`src/rtl/bcd_pkg.sv`:
```
package bcd_pkg;
   typedef enum logic [2:0] {
      CYC_IDLE = 3'd0,
      CYC_RD   = 3'd1,
      CYC_WR   = 3'd2,
      CYC_IACK = 3'd3,
      CYC_RST  = 3'd4
   } cyc_e;
endpackage

```
`src/rtl/bcd_classify.sv`:
```
module bcd_classify
   import bcd_pkg::*;
(
   input  logic ce_n,
   input  logic iorq_n,
   input  logic rd_n,
   input  logic sync_n,
   input  logic rst_n,
   input  logic iei,
   input  logic intack_n,
   input  logic chain_hold_n,
   output cyc_e kind
);
   logic io_read_active;
   logic reset_ok;
   logic ack_hit;
   logic io_hit;

   always_comb begin
      io_read_active = !rd_n && !iorq_n;
      reset_ok       = sync_n && !io_read_active;
      ack_hit        = iei && !intack_n && !sync_n && !iorq_n && !chain_hold_n;
      io_hit         = !ce_n && !iorq_n;
      if (!rst_n)
         kind = reset_ok ? CYC_RST : CYC_IDLE;
      else if (ack_hit)
         kind = CYC_IACK;
      else if (io_hit)
         kind = rd_n ? CYC_WR : CYC_RD;
      else
         kind = CYC_IDLE;
   end
endmodule

```
`src/rtl/bcd_strobe.sv`:
```
module bcd_strobe
   import bcd_pkg::*;
#(
   parameter bit PULSE_MODE = 1'b1
) (
   input  logic clk,
   input  cyc_e kind,
   output logic rd_stb,
   output logic wr_stb,
   output logic iack_stb,
   output logic rst_stb
);
   always_ff @(posedge clk)
      rst_stb <= (kind == CYC_RST);

   generate
      if (PULSE_MODE) begin : g_pulse
         cyc_e prev_q;
         always_ff @(posedge clk) begin
            prev_q   <= kind;
            rd_stb   <= (kind == CYC_RD)   && (prev_q != CYC_RD);
            wr_stb   <= (kind == CYC_WR)   && (prev_q != CYC_WR);
            iack_stb <= (kind == CYC_IACK) && (prev_q != CYC_IACK);
         end
      end else begin : g_level
         always_ff @(posedge clk) begin
            rd_stb   <= (kind == CYC_RD);
            wr_stb   <= (kind == CYC_WR);
            iack_stb <= (kind == CYC_IACK);
         end
      end
   endgenerate
endmodule

```
`src/rtl/bcd_regsel.sv`:
```
module bcd_regsel
   import bcd_pkg::*;
#(
   parameter int PORT_BITS = 1,
   localparam int ADDR_W = PORT_BITS + 1
) (
   input  logic                 clk,
   input  cyc_e                 kind,
   input  logic [ADDR_W-1:0]    addr,
   output logic [PORT_BITS-1:0] port_sel,
   output logic                 cmd_sel,
   output logic                 bus_oe
);
   always_ff @(posedge clk) begin
      bus_oe <= (kind == CYC_RD) || (kind == CYC_IACK);
      if (kind == CYC_RST) begin
         port_sel <= '0;
         cmd_sel  <= 1'b0;
      end else if ((kind == CYC_RD) || (kind == CYC_WR)) begin
         port_sel <= addr[PORT_BITS-1:0];
         cmd_sel  <= addr[ADDR_W-1];
      end
   end
endmodule

```
`src/rtl/bus_cycle_decoder.sv`:
```
module bus_cycle_decoder
   import bcd_pkg::*;
#(
   parameter int PORT_BITS  = 1,
   parameter bit PULSE_MODE = 1'b1,
   localparam int ADDR_W = PORT_BITS + 1
) (
   input  logic                 clk,
   input  logic                 ce_n,
   input  logic                 iorq_n,
   input  logic                 rd_n,
   input  logic                 sync_n,
   input  logic                 rst_n,
   input  logic                 iei,
   input  logic                 intack_n,
   input  logic                 chain_hold_n,
   input  logic [ADDR_W-1:0]    addr,
   output logic                 rd_stb,
   output logic                 wr_stb,
   output logic                 iack_stb,
   output logic                 rst_stb,
   output logic [PORT_BITS-1:0] port_sel,
   output logic                 cmd_sel,
   output logic                 bus_oe
);
   generate
      if (PORT_BITS < 1 || PORT_BITS > 8) begin : g_bad_width
         $error("bus_cycle_decoder: PORT_BITS must lie in 1..8");
      end
   endgenerate

   cyc_e kind;

   bcd_classify u_classify (
      .ce_n         (ce_n),
      .iorq_n       (iorq_n),
      .rd_n         (rd_n),
      .sync_n       (sync_n),
      .rst_n        (rst_n),
      .iei          (iei),
      .intack_n     (intack_n),
      .chain_hold_n (chain_hold_n),
      .kind         (kind)
   );

   bcd_strobe #(.PULSE_MODE(PULSE_MODE)) u_strobe (
      .clk      (clk),
      .kind     (kind),
      .rd_stb   (rd_stb),
      .wr_stb   (wr_stb),
      .iack_stb (iack_stb),
      .rst_stb  (rst_stb)
   );

   bcd_regsel #(.PORT_BITS(PORT_BITS)) u_regsel (
      .clk      (clk),
      .kind     (kind),
      .addr     (addr),
      .port_sel (port_sel),
      .cmd_sel  (cmd_sel),
      .bus_oe   (bus_oe)
   );
endmodule

```
`config.mk`:
```
export PLATFORM = sky130hd
export DESIGN_NAME = bus_cycle_decoder
export DESIGN_NICKNAME = d
export VERILOG_FILES = /design/src/rtl/bcd_pkg.sv /design/src/rtl/bcd_classify.sv /design/src/rtl/bcd_strobe.sv /design/src/rtl/bcd_regsel.sv /design/src/rtl/bus_cycle_decoder.sv
export SDC_FILE = /design/constraint.sdc
export NUM_CORES = 1
export LEC_CHECK = 0
export BUFFER_PORTS_ARGS = -buffer_cell sky130_fd_sc_hd__buf_2
export CORE_AREA = 2 2 39 41
export CTS_CLUSTER_DIAMETER = 60
export DETAILED_ROUTE_END_ITERATION = 6
export DIE_AREA = 0 0 41 43
export GPL_ROUTABILITY_DRIVEN = 0
export PLACE_DENSITY = 0.66
export SKIP_LAST_GASP = 1
export SLEW_MARGIN = 20
export SYNTH_ARGS = -nofsm -noshare
export SYNTH_HDL_FRONTEND = slang
export SYNTH_SLANG_ARGS = --single-unit
```
`constraint.sdc`:
```
create_clock -name clk -period 1 [get_ports clk]
set_clock_uncertainty 0.05 [all_clocks]
set_input_delay 0.15 -clock clk [delete_from_list [all_inputs] [get_ports clk]]
set_output_delay 0.15 -clock clk [all_outputs]
set_load 0.02 [all_outputs]
```
==> results.py <==
metrics = {
    "cts": {
        "cts_buffers": 3,
        "cts_sinks": 10,
        "clkTransAtPathRegs_ns": 0.06,
        "htree_num_levels": 1,
        "insertion_delay_ns": 0.26,
        "clockBufferDepth": 2,
        "holdBufCountCts": 0,
        "cts-root-buf": "clkbuf_4",
        "cts_tree": "built",
    },
    "place": {
        "place_inst": 79,
        "dp_hpwl_um": 677,
        "io_buffers": 17,
        "dp_worst_setup_slack_ns": -0.204,
        "dpl-instance-area_um2": 534,
    },
    "pwr": {
        "fin_total_pwr_mw": 0.812,
        "ir_worst_vdd_uv": 659,
        "p_leak_nw": 0.255,
        "power.density_nw_per_um2": 1440,
    },
    "die": {
        "fp.dieArea_um2": 1760,
        "die_h_um": 43,
        "initial_core_util_pct": 26.7,
        "die_w_um": 41,
        "row_count": 14,
        "coreArea_um2": 1380,
        "ioPinCount": 18,
    },
    "timing": {
        "relSlewSlack_pct": 83.6,
        "tightest_slew_ns": 0.246,
        "slew_viol_final": 0,
        "setup_ws_ns": 0.0518,
        "fmax_ghz": 1.05,
        "finalHoldViolCount": 0,
        "finalCriticalPeriod_ns": 0.948,
        "grt_setup_unrepaired": "false",
        "period_share_pct": 94.8,
        "setup_viol": 0,
    },
    "worst_setup_path": {
        "slowest_stage": "dfxtp_1",
        "r2r_end": "u_strobe.wr_stb$_DFF_P_",
        "crit_required_ns": 0.80,
        "crit_cells": 1,
        "crit_buf_inv": 1,
        "max_stage_delay_ns": 0.33,
        "r2r-start": "u_strobe.g_pulse.prev_q[2]$_DFF_P_",
        "r2r_setup_slack_ns": 0.20,
        "crit_arrival_ns": 0.75,
        "critPathKind": "flip-flop to output port",
        "cp-start-kind": "flip-flop",
        "path_max_fanout": 2,
        "cp-startpoint": "u_regsel.port_sel$_SDFFE_PN0P_",
        "path_cells": "buf_2",
        "cp_top_family": "flip-flops",
        "reg2regPathDepth": 3,
        "end_kind": "output port",
        "endpoint": "port_sel",
    },
    "grt": {
        "grt_use_total_pct": 11.4,
        "antenna_found_initial": 0,
        "grt_max_degree": 6,
        "grt_pass1_vias": 331,
        "grt_overflow": 0,
        "grt_pass1_wl_mm": 1.31,
    },
    "route": {
        "vias_per_cell": 4.52,
        "drt-pass1-iter-count": 4,
        "ant_nets": 0,
        "routed_wl_um": 835,
        "via_count": 371,
        "drcViolationCount": 0,
        "drt_iter0_drc": 3,
        "wire_per_inst_um": 10.2,
    },
    "layout": {
        "layout.nets": 79,
        "layoutNonFillerInstCount": 82,
        "final_common_cell": "buf_2",
        "design_area_um2": 563,
        "drive_above_1_share_pct": 48.5,
        "syn_to_final_growth_pct": 52.5,
        "mostFrequentLayoutCells": "buf_2, dfxtp_1, buf_4, nor2_1",
        "n_antenna_cell": 0,
    },
    "job": {
        "cap_violations": 0,
    },
    "worst_hold_path": {
        "min_path_cells": 2,
        "min_path_type": "primary input to flip-flop",
    },
    "yosys": {
        "synth_top_family_by_area": "simple AND/OR/NAND/NOR gates",
        "yosys_warnings": 0,
        "syn_nets": 49,
        "synth_compound_area_share_pct": 14.2,
        "ys_types": 14,
        "synth_xor_area_share_pct": 0,
        "syn_avg_cell_area_um2": 9.71,
        "synth-simple-area-share_pct": 30.5,
        "synth_area_um2": 369,
        "synth_fa_ha_area_share_pct": 0,
        "synth_edf_count": 0,
        "muxShareOfSynthArea_pct": 0,
        "synth_ff_type": "dfxtp_1",
        "ys_seq_area_share_pct": 54.2,
        "synth_cells": 38,
        "synth-seq-cells": 10,
        "async_flop_share_pct": 0,
    },
    "run_status": {
        "status": "finished, final reports clean",
    },
}
Yosys cell counts (2+ instances only):
cell type | n | share of area, %
a21oi_1 | 3 | 4.1
o21ai_0 | 3 | 4.1
nor2_1 | 7 | 7.1
nand2b_1 | 3 | 5.1
nor3b_1 | 3 | 6.1
nand3_1 | 2 | 2.7
dfxtp_1 | 10 | 54
sequential cells by signal (all words and copies together), names as in the netlist:
name                     flops
u_regsel.bus_oe              1
u_strobe.rst_stb             1
u_regsel.port_sel            1
u_strobe.iack_stb            1
u_strobe.rd_stb              1
u_regsel.cmd_sel             1
u_strobe.g_pulse.prev_q      3
u_strobe.wr_stb              1
cell type report:
class / count / area, um^2
clock buffer: 3 / 22.5
fill: 147 / 821
inverter: 1 / 3.75
multi-input combinational: 27 / 171
sequential: 10 / 200
tap: 16 / 20.0
timing repair buffer: 25 / 145
layer usage:
layer	GRT usage, %	wire [um]	up-vias
met5	0	0	-
met4	8.00	10	0
met3	4.71	67	2
met2	16.3	392	11
met1	13.0	364	166
li1	-	-	192
worst min-delay path by stage:
stage          start                      end  slack (ns)
2_1_floorplan   rd_n  u_strobe.rd_stb$_DFF_P_        0.17
3_3_place_gp    rd_n  u_strobe.rd_stb$_DFF_P_        0.34
3_5_place_dp    rd_n  u_strobe.rd_stb$_DFF_P_        0.34
4_1_cts         rd_n  u_strobe.rd_stb$_DFF_P_        0.06
5_1_grt         rd_n  u_strobe.rd_stb$_DFF_P_        0.07
6_report        rd_n  u_strobe.rd_stb$_DFF_P_        0.07
per-stage QoR:
step | utilization [%] | hold WS, ns | setup TNS, ns
final | 40.7 | 0.0688 | 0
after global routing | 40.7 | 0.0743 | 0
after CTS | 40.2 | 0.0606 | 0
after detailed placement | 38.6 | 0.336 | -1.20
after global placement | 38.6 | 0.337 | -1.17
after floorplan | - | 0.173 | -0.0682
timing repair:
action,4_1_cts,5_1_grt
endpoints found under the setup margin,0,2
setup buffers,0,0
hold endpoints to repair,0,0
gates resized for setup,0,1
report_power, final:
group	switching (mW)	internal [mW]	leakage [nW]	total [mW]
Combinational	0.0628	0.0623	0.159	0.125
Sequential	0.00787	0.417	0.0818	0.425
Clock	0.124	0.138	0.0138	0.262
Total	0.195	0.618	0.255	0.812
kinds of logic (layout without fill, tap and decap cells):
kind of cell,Yosys count,after routing
simple gates,19,19
flops,10,10
compound gates,8,8
buf+inv,1,29
Power figures use the tool's default switching activity.
